<file path="config.mk">
export PLATFORM = sky130hd
export DESIGN_NAME = survivor_xchg_mem
export DESIGN_NICKNAME = d
export VERILOG_FILES = /design/src/rtl/sxm_pkg.sv /design/src/rtl/sxm_ctrl.sv /design/src/rtl/sxm_datapath.sv /design/src/rtl/survivor_xchg_mem.sv
export SDC_FILE = /design/constraint.sdc
export NUM_CORES = 2
export LEC_CHECK = 0
export ABC_CLOCK_PERIOD_IN_PS = 2100
export BUFFER_PORTS_ARGS = -buffer_cell sky130_fd_sc_hd__buf_2
export CAP_MARGIN = 20
export CORE_ASPECT_RATIO = 0.75
export CORE_MARGIN = 1
export CORE_UTILIZATION = 32
export DETAILED_ROUTE_END_ITERATION = 7
export SKIP_CTS_REPAIR_TIMING = 1
export SLEW_MARGIN = 20
export SYNTH_ARGS = -nofsm -noshare
export SYNTH_HDL_FRONTEND = slang
export SYNTH_SLANG_ARGS = --single-unit
</file>
<file path="constraint.sdc">
create_clock -name clk -period 2.1 [get_ports clk]
set_clock_uncertainty 0.1 [all_clocks]
set_input_delay 0.315 -clock clk [delete_from_list [all_inputs] [get_ports clk]]
set_output_delay 0.315 -clock clk [all_outputs]
set_load 0.05 [all_outputs]
</file>
<file path="src/rtl/sxm_pkg.sv">
package sxm_pkg;

  typedef enum logic {
    UPD_SHIFT  = 1'b0,
    UPD_SELECT = 1'b1
  } sxmUpdate_e;

  typedef struct packed {
    logic clearAll;
    logic stepEn;
    logic emitEn;
  } sxmStrobe_t;

endpackage

</file>
<file path="src/rtl/sxm_ctrl.sv">
module sxm_ctrl #(
  parameter int D  = 35,
  parameter int CW = $clog2(D)
) (
  input  logic                 clk,
  input  logic                 rst,
  input  logic                 decValid,
  output sxm_pkg::sxmStrobe_t  strobe,
  output logic [CW-1:0]        colPtr
);

  localparam logic [CW-1:0] LAST = CW'(D - 1);

  logic [CW-1:0] fillCnt;
  logic          fillFull;

  assign fillFull = (fillCnt == LAST);

  always_ff @(posedge clk) begin
    if (rst) begin
      fillCnt <= '0;
      colPtr  <= LAST;
    end else if (decValid) begin
      if (!fillFull) fillCnt <= fillCnt + 1'b1;
      colPtr <= (colPtr == '0) ? LAST : colPtr - 1'b1;
    end
  end

  always_comb begin
    strobe.clearAll = rst;
    strobe.stepEn   = decValid & ~rst;
    strobe.emitEn   = decValid & ~rst & fillFull;
  end

  AST_FILL_BOUND: assert property (@(posedge clk) disable iff (rst)
    fillCnt <= LAST);
  AST_PTR_BOUND: assert property (@(posedge clk) disable iff (rst)
    colPtr <= LAST);
  AST_PTR_WRAP: assert property (@(posedge clk) disable iff (rst)
    (decValid && colPtr == '0) |=> colPtr == LAST);

endmodule

</file>
<file path="src/rtl/sxm_datapath.sv">
module sxm_datapath #(
  parameter int                  K      = 7,
  parameter int                  D      = 35,
  parameter int                  CW     = $clog2(D),
  parameter sxm_pkg::sxmUpdate_e UPDATE = sxm_pkg::UPD_SHIFT
) (
  input  logic                    clk,
  input  sxm_pkg::sxmStrobe_t     strobe,
  input  logic [CW-1:0]           colPtr,
  input  logic [(1<<(K-1))-1:0]   decBits,
  input  logic [K-2:0]            bestState,
  output logic                    outValid,
  output logic                    outBit
);

  localparam int N    = 1 << (K - 1);
  localparam int HALF = N / 2;

  logic [N-1:0][D-1:0] pathAll;
  logic [N-1:0][D-1:0] nextAll;
  logic [CW-1:0]       oldCol;
  logic                oldestBit;

  assign oldCol = (colPtr == '0) ? CW'(D - 1) : colPtr - 1'b1;

  for (genvar s = 0; s < N; s++) begin : g_state
    localparam int  UP_IDX = s >> 1;
    localparam int  LO_IDX = (s >> 1) + HALF;
    localparam logic OWN_BIT = ((s % 2) == 1);

    logic [D-1:0] pathReg;
    logic [D-1:0] picked;
    logic [D-1:0] nextReg;

    assign picked = decBits[s] ? pathAll[UP_IDX] : pathAll[LO_IDX];

    if (UPDATE == sxm_pkg::UPD_SHIFT) begin : g_shift
      assign nextReg = {picked[D-2:0], OWN_BIT};
    end else begin : g_select
      always_comb begin
        nextReg         = picked;
        nextReg[colPtr] = OWN_BIT;
      end
    end

    always_ff @(posedge clk) begin
      if (strobe.clearAll)    pathReg <= '0;
      else if (strobe.stepEn) pathReg <= nextReg;
    end

    assign pathAll[s] = pathReg;
    assign nextAll[s] = nextReg;
  end

  if (UPDATE == sxm_pkg::UPD_SHIFT) begin : g_out_shift
    assign oldestBit = nextAll[bestState][D-1];
  end else begin : g_out_select
    assign oldestBit = nextAll[bestState][oldCol];
  end

  always_ff @(posedge clk) begin
    if (strobe.clearAll) begin
      outValid <= 1'b0;
      outBit   <= 1'b0;
    end else begin
      outValid <= strobe.emitEn;
      if (strobe.stepEn) outBit <= oldestBit;
    end
  end

  AST_RESET_QUIET: assert property (@(posedge clk)
    strobe.clearAll |=> !outValid);
  AST_VALID_NEEDS_STEP: assert property (@(posedge clk) disable iff (strobe.clearAll)
    outValid |-> $past(strobe.stepEn));
  AST_FULL_EMITS: assert property (@(posedge clk) disable iff (strobe.clearAll)
    strobe.emitEn |=> outValid);
  AST_IDLE_HOLD: assert property (@(posedge clk) disable iff (strobe.clearAll)
    !strobe.stepEn |=> $stable(outBit));

endmodule

</file>
<file path="src/rtl/survivor_xchg_mem.sv">
module survivor_xchg_mem #(
  parameter int                  K      = 7,
  parameter int                  D      = 5 * K,
  parameter sxm_pkg::sxmUpdate_e UPDATE = sxm_pkg::UPD_SHIFT
) (
  input  logic                   clk,
  input  logic                   rst,
  input  logic                   dec_valid,
  input  logic [(1<<(K-1))-1:0]  dec_bits,
  input  logic [K-2:0]           best_state,
  output logic                   out_valid,
  output logic                   out_bit
);

  localparam int CW = $clog2(D);

  sxm_pkg::sxmStrobe_t strobe;
  logic [CW-1:0]       colPtr;

  sxm_ctrl #(.D(D), .CW(CW)) i_ctrl (
    .clk      (clk),
    .rst      (rst),
    .decValid (dec_valid),
    .strobe   (strobe),
    .colPtr   (colPtr)
  );

  sxm_datapath #(.K(K), .D(D), .CW(CW), .UPDATE(UPDATE)) i_datapath (
    .clk       (clk),
    .strobe    (strobe),
    .colPtr    (colPtr),
    .decBits   (dec_bits),
    .bestState (best_state),
    .outValid  (out_valid),
    .outBit    (out_bit)
  );

endmodule

</file>
==> out/qor.csv <==
stage,metric,value,unit
clocking,numClockSinks,1961,
timing,relSlewSlack,30.0,%
timing,whs,0.0507,ns
worst_setup_path,critPathKind,input pin to flop,
worst_setup_path,cp_max_fo,14,
timing,fin_crit_sh,103,%
floorplanning,fp.dieH,447,um
grt,grt_pass1_wl,403000,um
floorplanning,die_w,596,um
clocking,cts-root-buf,clkbuf_16,
worst_setup_path,cp_slowest_cell,a2111oi_1,
worst_setup_path,end_kind,flop,
floorplanning,die_area,267000,um^2
clocking,clockBufferDepth,4,
drt,ant_nets,0,
synthesis,syn_area,84700,um^2
power_and_ir_drop,irDropWorstVdd,0.682,mV
synthesis,synth.top_cell.area_share,46.4,%
synthesis,synth_edf_count,0,
grt,antenna_found_initial,12,
final_layout,area_growth,14.2,%
worst_setup_path,crit_required,2.75,ns
worst_setup_path,crit_chain,buf_2 -> buf_12 -> buf_4 -> mux2i_1 -> mux2i_1 -> buf_4 -> a2111oi_1 -> nor4_2 -> buf_4 -> o22ai_1,
drt,drc,0,
min_path,hold_class,input pin to flop,
worst_setup_path,crit_path_max_incr_delay,0.59,ns
synthesis,async_flop_share,0,%
place,place.detailed.hpwl,195000,um
flow_run,cap_violations,0,
timing,setup_viol,1,
synthesis,synth_top_area_cell,dfxtp_1,
clocking,clkTransAtPathRegs,0.07,ns
power_and_ir_drop,power,86.9,mW
clocking,worstSkewPairLatency,0.84,ns
synthesis,synth_ff_type,dfxtp_1,
worst_setup_path,crit_buf_inv,5,
grt,grtUsageTotal,19.6,%
timing,fmax,464,MHz
place,dp_slack,-1.36,ns
floorplanning,core_area,263000,um^2
synthesis,syn_inst,8768,
timing,setup_slack,-0.0566,ns
grt,gr-total-overflow,0,
worst_setup_path,cp.arrival,2.81,ns
place,gp_congestion,0.865,
drt,firstDrtPassIters,5,
synthesis,synth_seq_cells,1961,
power_and_ir_drop,power_density,899,nW/um^2
power_and_ir_drop,p_leak,39.0,nW
floorplanning,boundaryPins,75,
drt,wire_per_inst,22.2,um
timing,worst_pin_slew,1.05,ns
timing,drv_slew,0,
grt,grt_pass1_vias,62167,
synthesis,postSynthAreaPerCell,9.66,um^2
outcome,violations,negative setup slack,
final_layout,final_layout_size_suffix_gt1_share,8.90,%
worst_setup_path,r2r_slack,0.09,ns
clocking,h-tree-depth,4,
worst_setup_path,critical-path-top-delay-family,buffers and inverters,
drt,wl,270000,um
drt,drtIter0Drc,5265,
worst_setup_path,start_kind,input pin,
synthesis,ys_warn_count,0,
synthesis,ys_top_cells_by_count,"dfxtp_1 (1961), mux2i_1 (1919), nor2_1 (1866)",
place,port_buffers,74,
floorplanning,fp-row-count,163,
drt,num_vias,64992,
grt,grt_max_degree,132,
worst_setup_path,cp_common_cell,buf_4,
timing,period_needed,2.16,ns
floorplanning,start_util,32.2,%
outcome,status,"complete, but fails checks",
timing,hold_violations,0,
synthesis,synth_nets,8843,
synthesis,synth_most_common_cell,dfxtp_1,
synthesis,synth_area_leaders,"dfxtp_1 (46%), mux2i_1 (23%), a211oi_1 (17%)",
clocking,cts_tree,done,
final_layout,layout.nets,8613,
synthesis,synthDistinctLibCells,34,
clocking,cts_buffers,185,
drt,detail_route.vias_per_cell,5.35,
synthesis,ys_seq_area_share,46.4,%
## power by group
group	switching, mW	internal (mW)
logic	6.06	4.15
registers	2.30	39.6
clock network	15.0	19.8
total	23.3	63.5
## layout make-up
type	count	area, um^2
antenna	6	15.0
sequential	1961	39300
clock inverter	46	548
multi-input combinational	5912	42100
fill	26254	166000
timing repair buffer	475	4840
inverter	3	11.3
tap	3465	4340
clock buffer	280	5580
## final timing paths
kind,from,endpoint,cells after the start
setup / recovery,best_state[0],i_datapath.outBit$_SDFFE_PP0P_,10
setup reg to reg,i_datapath.g_state[5].pathReg[33]$_SDFFE_PP0P_,i_datapath.outBit$_SDFFE_PP0P_,6
hold reg to reg,i_datapath.g_state[63].pathReg[0]$_SDFFE_PP0P_,i_datapath.g_state[63].pathReg[0]$_SDFFE_PP0P_,2
hold / removal,dec_bits[28],i_datapath.g_state[28].pathReg[26]$_SDFFE_PP0P_,4
## metrics by stage
step	utilization, %	instances	TNS [ns]	instance area (um^2)
after floorplan	-	8768	0	84700
after global placement	34.4	11812	-1.61	90400
after detailed placement	34.4	11812	-1.44	90400
after CTS	36.7	12138	-0.597	96500
after global routing	36.7	12142	-0.0246	96600
final	36.7	12148	-0.0566	96700
## state kept, by name (all words and copies together) (netlist names)
signal / count
i_ctrl.fillCnt: 6
i_datapath.g_state.pathReg: 1953
i_datapath.outValid: 1
i_datapath.outBit: 1
## layer usage
metal,share of wire [%],wire [um],vias to the layer above,global-route usage [%]
met5,0.010,27,-,0
met4,2.2,5950,4,4.49
met1,48,129000,31699,27.5
li1,-,-,31612,-
met2,45,122000,1350,31.7
met3,4.9,13300,327,2.61
## tightest hold or removal path: stages
cell and delay [ns]:
buf_2 0.18, buf_4 0.19, mux2i_1 0.16, a211oi_1 0.09
## cells by family (layout without fill, tap and decap cells)
| family | Yosys count | after routing | share of synthesized area, % |
|---|---|---|---|
| flip-flops | 1961 | 1961 | 46.4 |
| adder cells (fa/ha/maj) | 2 | 2 | 0.0295 |
| multiplexers | 1926 | 1926 | 22.9 |
| XOR/XNOR | 4 | 4 | 0.0414 |
| buffers and inverters | 895 | 804 | 4.02 |
| AO/OA/AOI/OAI | 1967 | 1967 | 17.2 |
| AND/OR/NAND/NOR | 2013 | 2013 | 9.44 |
| other | 0 | 6 | 0 |
## placed cells by master, fill, tap and decap left out, types with 3 or more instances in the layout
master and n:
clkbuf_16 189, clkbuf_1 40, dfxtp_1 1960, nand2b_1 64, nor2_1 1865, buf_4 284, nor2b_1 5, nand3b_1 64
buf_2 71, a211oi_1 1862, nand2_1 6, mux4_2 6, clkinv_2 30, bufinv_16 12, a21oi_1 66, buf_12 115
mux2i_1 1915, a21o_1 32, xor2_1 3, dlygate4sd3_1 4, mux2i_4 4, diode_2 6, clkbuf_8 51
Power figures use the tool's default switching activity.
